--- config.mk ---
export PLATFORM = sky130hd
export DESIGN_NAME = pio_bank
export DESIGN_NICKNAME = d
export VERILOG_FILES = /design/src/rtl/pio_bank_pkg.sv /design/src/rtl/pio_sync.sv /design/src/rtl/pio_irq_cell.sv /design/src/rtl/pio_regfile.sv /design/src/rtl/pio_bank.sv
export SDC_FILE = /design/constraint.sdc
export NUM_CORES = 1
export LEC_CHECK = 0
export CORE_ASPECT_RATIO = 0.8
export CORE_UTILIZATION = 50
export CTS_CLUSTER_SIZE = 10
export DETAILED_ROUTE_END_ITERATION = 8
export DONT_BUFFER_PORTS = 1
export GPL_TIMING_DRIVEN = 0
export PLACE_DENSITY = 0.74
export SETUP_SLACK_MARGIN = 0.05
export SLEW_MARGIN = 25
export SYNTH_ARGS = -nofsm -noshare
export SYNTH_HDL_FRONTEND = slang
export SYNTH_SLANG_ARGS = --single-unit
--- constraint.sdc ---
create_clock -name clk -period 1.6 [get_ports clk]
set_input_delay 0.16 -clock clk [delete_from_list [all_inputs] [get_ports clk]]
set_output_delay 0.16 -clock clk [all_outputs]
set_load 0.02 [all_outputs]
--- src/rtl/pio_bank_pkg.sv ---
`timescale 1ns/1ps
package pio_bank_pkg;

   // register word map; the bench and software rely on these positions
   localparam int unsigned W_DIN  = 0;
   localparam int unsigned W_MST  = 8;
   localparam int unsigned W_RAW  = 7;
   localparam int unsigned W_CLR  = 9;
   localparam int unsigned W_DRV0 = 22;

   // writable per-pin configuration words, indexed by CI_*
   localparam int unsigned CFG_N = 8;
   localparam int unsigned CI_DOUT = 0;
   localparam int unsigned CI_OE   = 1;
   localparam int unsigned CI_LVL  = 2;
   localparam int unsigned CI_BOTH = 3;
   localparam int unsigned CI_POL  = 4;
   localparam int unsigned CI_MASK = 5;
   localparam int unsigned CI_PSEL = 6;
   localparam int unsigned CI_PEN  = 7;
   localparam int unsigned CFG_WORD [CFG_N] = '{1, 2, 3, 4, 5, 6, 13, 14};

   typedef enum logic [2:0] {
      SENSE_FALL = 3'd0,
      SENSE_RISE = 3'd1,
      SENSE_BOTH = 3'd2,
      SENSE_LOW  = 3'd3,
      SENSE_HIGH = 3'd4
   } sense_e;

   function automatic sense_e pick_sense(input logic lvl, input logic both,
                                         input logic pol);
      if (lvl)  return pol ? SENSE_HIGH : SENSE_LOW;
      if (both) return SENSE_BOTH;
      return pol ? SENSE_RISE : SENSE_FALL;
   endfunction

endpackage

--- src/rtl/pio_sync.sv ---
`timescale 1ns/1ps
module pio_sync #(
   parameter int unsigned WIDTH  = 32,
   parameter int unsigned STAGES = 2
) (
   input  logic             clk,
   input  logic             rst_n,
   input  logic [WIDTH-1:0] async_in,
   output logic [WIDTH-1:0] sync_out,
   output logic [WIDTH-1:0] last_out
);

   logic [STAGES-1:0][WIDTH-1:0] chain_q;
   logic [WIDTH-1:0]             last_q;

   always_ff @(posedge clk or negedge rst_n) begin
      if (!rst_n) begin
         chain_q <= '0;
         last_q  <= '0;
      end else begin
         chain_q[0] <= async_in;
         for (int s = 1; s < int'(STAGES); s++) begin
            chain_q[s] <= chain_q[s-1];
         end
         last_q <= chain_q[STAGES-1];
      end
   end

   assign sync_out = chain_q[STAGES-1];
   assign last_out = last_q;

endmodule

--- src/rtl/pio_irq_cell.sv ---
`timescale 1ns/1ps
module pio_irq_cell (
   input  logic clk,
   input  logic rst_n,
   input  logic lvl_mode,
   input  logic both_edges,
   input  logic polarity,
   input  logic cur,
   input  logic last,
   input  logic clr,
   output logic stat
);
   import pio_bank_pkg::*;

   sense_e sense;
   logic   hit;

   assign sense = pick_sense(lvl_mode, both_edges, polarity);

   always_comb begin
      unique case (sense)
         SENSE_HIGH: hit = cur;
         SENSE_LOW:  hit = ~cur;
         SENSE_BOTH: hit = cur ^ last;
         SENSE_RISE: hit = cur & ~last;
         SENSE_FALL: hit = ~cur & last;
         default:    hit = 1'b0;
      endcase
   end

   // level: status tracks hit; edge: sticky, a new hit beats a clear
   always_ff @(posedge clk or negedge rst_n) begin
      if (!rst_n)        stat <= 1'b0;
      else if (lvl_mode) stat <= hit;
      else               stat <= hit | (stat & ~clr);
   end

endmodule

--- src/rtl/pio_regfile.sv ---
`timescale 1ns/1ps
module pio_regfile #(
   parameter int unsigned NPIN     = 32,
   parameter int unsigned ADDR_W   = 5,
   parameter int unsigned DRV_BITS = 3
) (
   input  logic                           clk,
   input  logic                           rst_n,
   input  logic                           we,
   input  logic [ADDR_W-1:0]              addr,
   input  logic [NPIN-1:0]                wdata,
   input  logic [NPIN-1:0]                din_vec,
   input  logic [NPIN-1:0]                raw_vec,
   output logic [pio_bank_pkg::CFG_N-1:0][NPIN-1:0] cfg_vec,
   output logic [DRV_BITS-1:0][NPIN-1:0]  drv_slice,
   output logic [NPIN-1:0]                clr_vec,
   output logic [NPIN-1:0]                rdata
);
   import pio_bank_pkg::*;

   localparam logic [ADDR_W-1:0] A_DIN = ADDR_W'(W_DIN);
   localparam logic [ADDR_W-1:0] A_RAW = ADDR_W'(W_RAW);
   localparam logic [ADDR_W-1:0] A_MST = ADDR_W'(W_MST);
   localparam logic [ADDR_W-1:0] A_CLR = ADDR_W'(W_CLR);

   for (genvar c = 0; c < int'(CFG_N); c++) begin : g_cfg
      localparam logic [ADDR_W-1:0] MY_ADDR = ADDR_W'(CFG_WORD[c]);
      logic [NPIN-1:0] q;
      always_ff @(posedge clk or negedge rst_n) begin
         if (!rst_n)                      q <= '0;
         else if (we && addr == MY_ADDR)  q <= wdata;
      end
      assign cfg_vec[c] = q;
   end

   for (genvar b = 0; b < int'(DRV_BITS); b++) begin : g_drv
      localparam logic [ADDR_W-1:0] MY_ADDR = ADDR_W'(W_DRV0 + b);
      logic [NPIN-1:0] q;
      always_ff @(posedge clk or negedge rst_n) begin
         if (!rst_n)                      q <= '0;
         else if (we && addr == MY_ADDR)  q <= wdata;
      end
      assign drv_slice[b] = q;
   end

   assign clr_vec = (we && addr == A_CLR) ? wdata : '0;

   always_comb begin
      rdata = '0;
      if (addr == A_DIN) rdata = din_vec;
      if (addr == A_RAW) rdata = raw_vec;
      if (addr == A_MST) rdata = raw_vec & cfg_vec[CI_MASK];
      for (int c = 0; c < int'(CFG_N); c++) begin
         if (addr == ADDR_W'(CFG_WORD[c])) rdata = cfg_vec[c];
      end
      for (int b = 0; b < int'(DRV_BITS); b++) begin
         if (addr == ADDR_W'(W_DRV0 + b)) rdata = drv_slice[b];
      end
   end

endmodule

--- src/rtl/pio_bank.sv ---
`timescale 1ns/1ps
module pio_bank #(
   parameter int unsigned NPIN        = 32,
   parameter int unsigned ADDR_W      = 5,
   parameter int unsigned SYNC_STAGES = 2,
   parameter int unsigned DRV_BITS    = 3
) (
   input  logic                     clk,
   input  logic                     rst_n,
   input  logic                     reg_we,
   input  logic [ADDR_W-1:0]        reg_addr,
   input  logic [NPIN-1:0]          reg_wdata,
   output logic [NPIN-1:0]          reg_rdata,
   input  logic [NPIN-1:0]          pin_in,
   output logic [NPIN-1:0]          pin_out,
   output logic [NPIN-1:0]          pin_oe,
   output logic [NPIN-1:0]          pull_en,
   output logic [NPIN-1:0]          pull_up,
   output logic [NPIN*DRV_BITS-1:0] drv_code,
   output logic                     irq
);
   import pio_bank_pkg::*;

   localparam int unsigned MAX_WORD = (1 << ADDR_W) - 1;

   initial begin
      assert (NPIN >= 1 && NPIN <= 32)
         else $fatal(1, "pio_bank: NPIN must be 1..32");
      assert (SYNC_STAGES >= 2)
         else $fatal(1, "pio_bank: SYNC_STAGES must be at least 2");
      assert (DRV_BITS >= 1 && W_DRV0 + DRV_BITS - 1 <= MAX_WORD)
         else $fatal(1, "pio_bank: drive slices do not fit the address space");
   end

   logic [NPIN-1:0]                 sync_vec;
   logic [NPIN-1:0]                 last_vec;
   logic [NPIN-1:0]                 raw_stat;
   logic [NPIN-1:0]                 clr_vec;
   logic [CFG_N-1:0][NPIN-1:0]      cfg_vec;
   logic [DRV_BITS-1:0][NPIN-1:0]   drv_slice;
   logic [NPIN-1:0]                 mask_vec;
   logic [NPIN-1:0]                 lvl_vec;
   logic                            irq_q;

   pio_sync #(.WIDTH(NPIN), .STAGES(SYNC_STAGES)) u_sync (
      .clk      (clk),
      .rst_n    (rst_n),
      .async_in (pin_in),
      .sync_out (sync_vec),
      .last_out (last_vec)
   );

   pio_regfile #(.NPIN(NPIN), .ADDR_W(ADDR_W), .DRV_BITS(DRV_BITS)) u_regs (
      .clk       (clk),
      .rst_n     (rst_n),
      .we        (reg_we),
      .addr      (reg_addr),
      .wdata     (reg_wdata),
      .din_vec   (sync_vec),
      .raw_vec   (raw_stat),
      .cfg_vec   (cfg_vec),
      .drv_slice (drv_slice),
      .clr_vec   (clr_vec),
      .rdata     (reg_rdata)
   );

   assign pin_out  = cfg_vec[CI_DOUT];
   assign pin_oe   = cfg_vec[CI_OE];
   assign pull_en  = cfg_vec[CI_PEN];
   assign pull_up  = cfg_vec[CI_PSEL];
   assign mask_vec = cfg_vec[CI_MASK];
   assign lvl_vec  = cfg_vec[CI_LVL];

   for (genvar n = 0; n < int'(NPIN); n++) begin : g_pin
      pio_irq_cell u_cell (
         .clk        (clk),
         .rst_n      (rst_n),
         .lvl_mode   (cfg_vec[CI_LVL][n]),
         .both_edges (cfg_vec[CI_BOTH][n]),
         .polarity   (cfg_vec[CI_POL][n]),
         .cur        (sync_vec[n]),
         .last       (last_vec[n]),
         .clr        (clr_vec[n]),
         .stat       (raw_stat[n])
      );
      for (genvar b = 0; b < int'(DRV_BITS); b++) begin : g_bit
         assign drv_code[n*DRV_BITS + b] = drv_slice[b][n];
      end
   end

   always_ff @(posedge clk or negedge rst_n) begin
      if (!rst_n) irq_q <= 1'b0;
      else        irq_q <= |(raw_stat & mask_vec);
   end

   assign irq = irq_q;

endmodule

==> flow_summary.ini <==
[route]
dr_wl_met3_um = 12100
wl_um = 103000
drt.antenna.violating_nets = 0
route.detailed.wl_per_inst_um = 34.1
vias = 20400
vias_per_cell = 6.72
drt_iter0_drc = 2754
post-route-drc-count = 0
route.met2.wl_um = 44700
drt_pass_1_iters = 7
m1WireLength_um = 41300
highest_layer = met5

[logic_synthesis]
dominantRegCellSynth = sky130_fd_sc_hd__dfrtp_1
syn_inst = 2142
async_flop_share = 1.00
synth.yosys.warnings = 0
synthDominantAreaCellType = sky130_fd_sc_hd__dfrtp_1
synth_area_um2 = 24700
ys_top_cells_by_area = sky130_fd_sc_hd__dfrtp_1, sky130_fd_sc_hd__mux2_2, sky130_fd_sc_hd__buf_4, sky130_fd_sc_hd__ha_1, sky130_fd_sc_hd__a211oi_1
yosysTopAreaCellShare = 0.487
synth_edf_count = 0
ys_ff_latch = 481
ys_seq_area_frac = 0.487
synth_fp_nets = 2278
yosysUniqueCellTypes = 77
syn_avg_cell_area_um2 = 11.5

[outcome]
failing_checks = negative hold slack, negative setup slack
outcome = complete, but fails checks

[power]
comb_power_share = 0.223
seq_power_share = 0.470
total_leakage_power_uw = 0.0137
cell_internal_pwr_uw = 25000
p_switching_uw = 12500
ir_drop_uv = 1030
fraction_of_power_spent_switching_nets = 0.333
power_density_nw_per_um2 = 1220
fraction_of_power_consumed_by_the_clock_network = 0.308

[layout]
layout-area-overhead-vs-synth_pct = 24.6
finished_layout_cell_area_um2 = 30800
final_core_utilization = 0.634
antennaDiodeCount = 0
layout-drive-gt1-share = 0.452
final_net_count = 2528
final.fill_count = 3706

[sta]
rsz0062_at_grt = yes
tightestPinTransition_ns = 1.11
timing.final.hold_violations = 481
final_critical_path_setup_slack_ns = -0.678
final.setup_skew_ns = 0.0200
final-max-slew-violation-count = 0
maxSlewHeadroom = 0.257
setup_viol = 33
fin_crit_sh = 1.42
accumulated_negative_setup_slack_ns = -16.33
maxClockFrequency_mhz = 439
min_period_ns = 2.28
finalHoldWorstSlack_ns = -0.714

[floorplanning]
design.portCount = 329
dieArea_um2 = 50300
core_um2 = 48600
num_rows = 72
die_width_um = 251
die_height_um = 201
initial_core_util = 0.509

[clocking]
clkSlewWorstSetupHoldPaths_ns = 0.05
cts-buffers-inserted = 55
cts_tree = built
number_of_h_tree_levels = 2
cts.path.max_buffers = 3
root_buffer_cell = sky130_fd_sc_hd__clkbuf_16
hold_buffers = 64
clock_sink_count = 481
worst_skew_pair.late_latency_ns = 0.62

[placement]
io_buffer_count = 0
routabilityCongestion = 1.02
half_perimeter_wire_length_after_detailed_placement_um = 68400
detailed_place.area_um2 = 26100
preCtsSetupSlack_ns = -1.48

[worst_setup_path]
crit_path_largest_cell_delay_ns = 0.42
ordered_cell_list_for_the_critical_path = mux2_2 -> o221ai_2 -> a32o_2 -> a31oi_2 -> a221o_1
criticalPathCategory = register to primary output
worst_path_max_delay_cell = sky130_fd_sc_hd__dfrtp_2
reg2reg_from = g_pin[13].u_cell.stat
worst_setup_path_end_kind = primary output
critPathLaunch = u_sync.sync_out[2]
setup.worst_path.start_class = register
arrival_time_at_the_worst_endpoint_ns = 2.12
timing.critical_path.fanout_max = 2
worst-endpoint-required_ns = 1.44

[min_path]
class_of_the_tightest_hold_or_removal_check = input pin to asynchronous set/reset pin

[global_route]
gr-total-overflow = 0
first_pass_grt_wire_length_um = 146000
grt_pass1_vias = 20500
track_usage = 0.406
maximum_number_of_pins_on_one_net_before_global_route_repair = 482
antenna_found_initial = 2

[run]
max_cap_viols = 0
## flip-flops by register name, indices dropped and copies added, names as in the netlist
| signal | count |
|---|---|
| u_sync.chain_q | 32 |
| u_regs.g_drv.q | 96 |
| u_sync.last_out | 32 |
| u_regs.g_cfg.q | 256 |
| u_sync.sync_out | 32 |
| g_pin.u_cell.stat | 32 |
| irq | 1 |
## path summary, 6_finish.rpt
kind                                        end  slack, ns  cells after the start
setup / recovery                   reg_rdata[2]      -0.68                      5
hold / removal               u_sync.chain_q[19]      -0.71                      0
setup reg to reg                            irq      -0.30                      5
hold reg to reg             u_sync.sync_out[10]       0.34                      0
max in group asynchronous   u_sync.sync_out[12]       1.38                      0
min in group clk           u_regs.g_cfg[4].q[9]       0.07                      2
## cells in the mapped netlist (8+ instances only)
cell / n
sky130_fd_sc_hd__o21ai_1: 18
sky130_fd_sc_hd__nand2b_1: 14
sky130_fd_sc_hd__o221ai_1: 17
sky130_fd_sc_hd__mux2_1: 37
sky130_fd_sc_hd__nor2b_1: 39
sky130_fd_sc_hd__a31oi_1: 17
sky130_fd_sc_hd__a22oi_1: 27
sky130_fd_sc_hd__xor2_1: 33
sky130_fd_sc_hd__o22ai_1: 29
sky130_fd_sc_hd__a221o_1: 15
sky130_fd_sc_hd__nand3_1: 8
sky130_fd_sc_hd__o21ai_0: 58
sky130_fd_sc_hd__a22o_1: 27
sky130_fd_sc_hd__a21oi_1: 114
sky130_fd_sc_hd__ha_1: 64
sky130_fd_sc_hd__nand2_1: 75
sky130_fd_sc_hd__clkbuf_1: 58
sky130_fd_sc_hd__dfrtp_1: 481
sky130_fd_sc_hd__nand4_1: 13
sky130_fd_sc_hd__nor2_1: 53
sky130_fd_sc_hd__a2111oi_0: 8
sky130_fd_sc_hd__nand3b_1: 9
sky130_fd_sc_hd__o211ai_1: 14
sky130_fd_sc_hd__a211oi_1: 77
sky130_fd_sc_hd__mux2_2: 337
sky130_fd_sc_hd__buf_4: 150
sky130_fd_sc_hd__inv_1: 78
sky130_fd_sc_hd__mux2i_1: 21
sky130_fd_sc_hd__a221oi_1: 19
sky130_fd_sc_hd__buf_2: 67
sky130_fd_sc_hd__nor3_1: 33
sky130_fd_sc_hd__o2bb2ai_1: 13
sky130_fd_sc_hd__nor3b_1: 11
## final cells by class
class	instances	area, µm²	share of cell area
buffer	281	2190	0.0713
clock buffer	60	1430	0.0463
clock inverter	6	95.1	0.00309
inverter	79	297	0.00963
multi-input combinational	1301	12100	0.394
sequential	481	12100	0.393
tap	629	787	0.0256
timing repair buffer	193	1760	0.0571
## cell usage in the layout, fill, tap and decap left out, drive strengths merged, types with 14 or more instances in the layout
master       count
dfrtp          481
mux2           374
buf            348
clkbuf         122
a21oi          116
inv             80
nand2           80
a211oi          77
o21ai           76
dlygate4sd3     64
ha              64
nor2            57
nor2b           39
nor3            36
xor2            33
o22ai           29
a22o            27
a22oi           27
mux2i           21
a221oi          19
a31oi           17
o221ai          17
a221o           15
nand2b          15
o211ai          14
## logic make-up (layout without fill, tap and decap cells)
group,after synthesis,in the layout,share of synthesized area
buffers and inverters,360,619,0.0812
xor gates and xnor gates,33,33,0.0117
adders and majority gates,64,64,0.0324
muxes,395,395,0.179
DFF,481,481,0.487
and+or+nand+nor,299,299,0.0662
AOI/OAI and AO/OA,510,510,0.142
## per-layer routing
layer  global-route usage  vias to the layer above
met5               0.0152                        -
met4                0.195                        2
met3                0.110                      303
met2                0.591                     1396
met1                0.558                    10500
li1                     -                     8201
## power groups by stage
stage	combinational, µW	sequential, µW	clock, µW
global route	8740	17700	12000
floorplan	5520	16500	0
global placement	6460	17600	0
finish	8350	17600	11500
detailed placement	6650	17700	0
CTS	7780	17400	11500
## critical path: cells and delay by family (launching register included)
| family | cells | cell delay, ns |
|---|---|---|
| compound gates | 4 | 0.83 |
| flops | 1 | 0.42 |
| mux | 1 | 0.27 |
## timing repair
action / in CTS / in global routing
cloned: 1 / 2
endpoints found under the setup margin: 139 / 137
pin swaps: 75 / 95
gates resized for setup: 243 / 169
buffers inserted: 83 / 43
hold endpoints to repair: 578 / 481
## stage by stage
step	std cells	total power [µW]
floorplan	2142	22000
global placement	2771	24000
detailed placement	2772	24300
CTS	2986	36700
global route	3030	38500
finish	3030	37500
(Power assumes the default switching activity.)
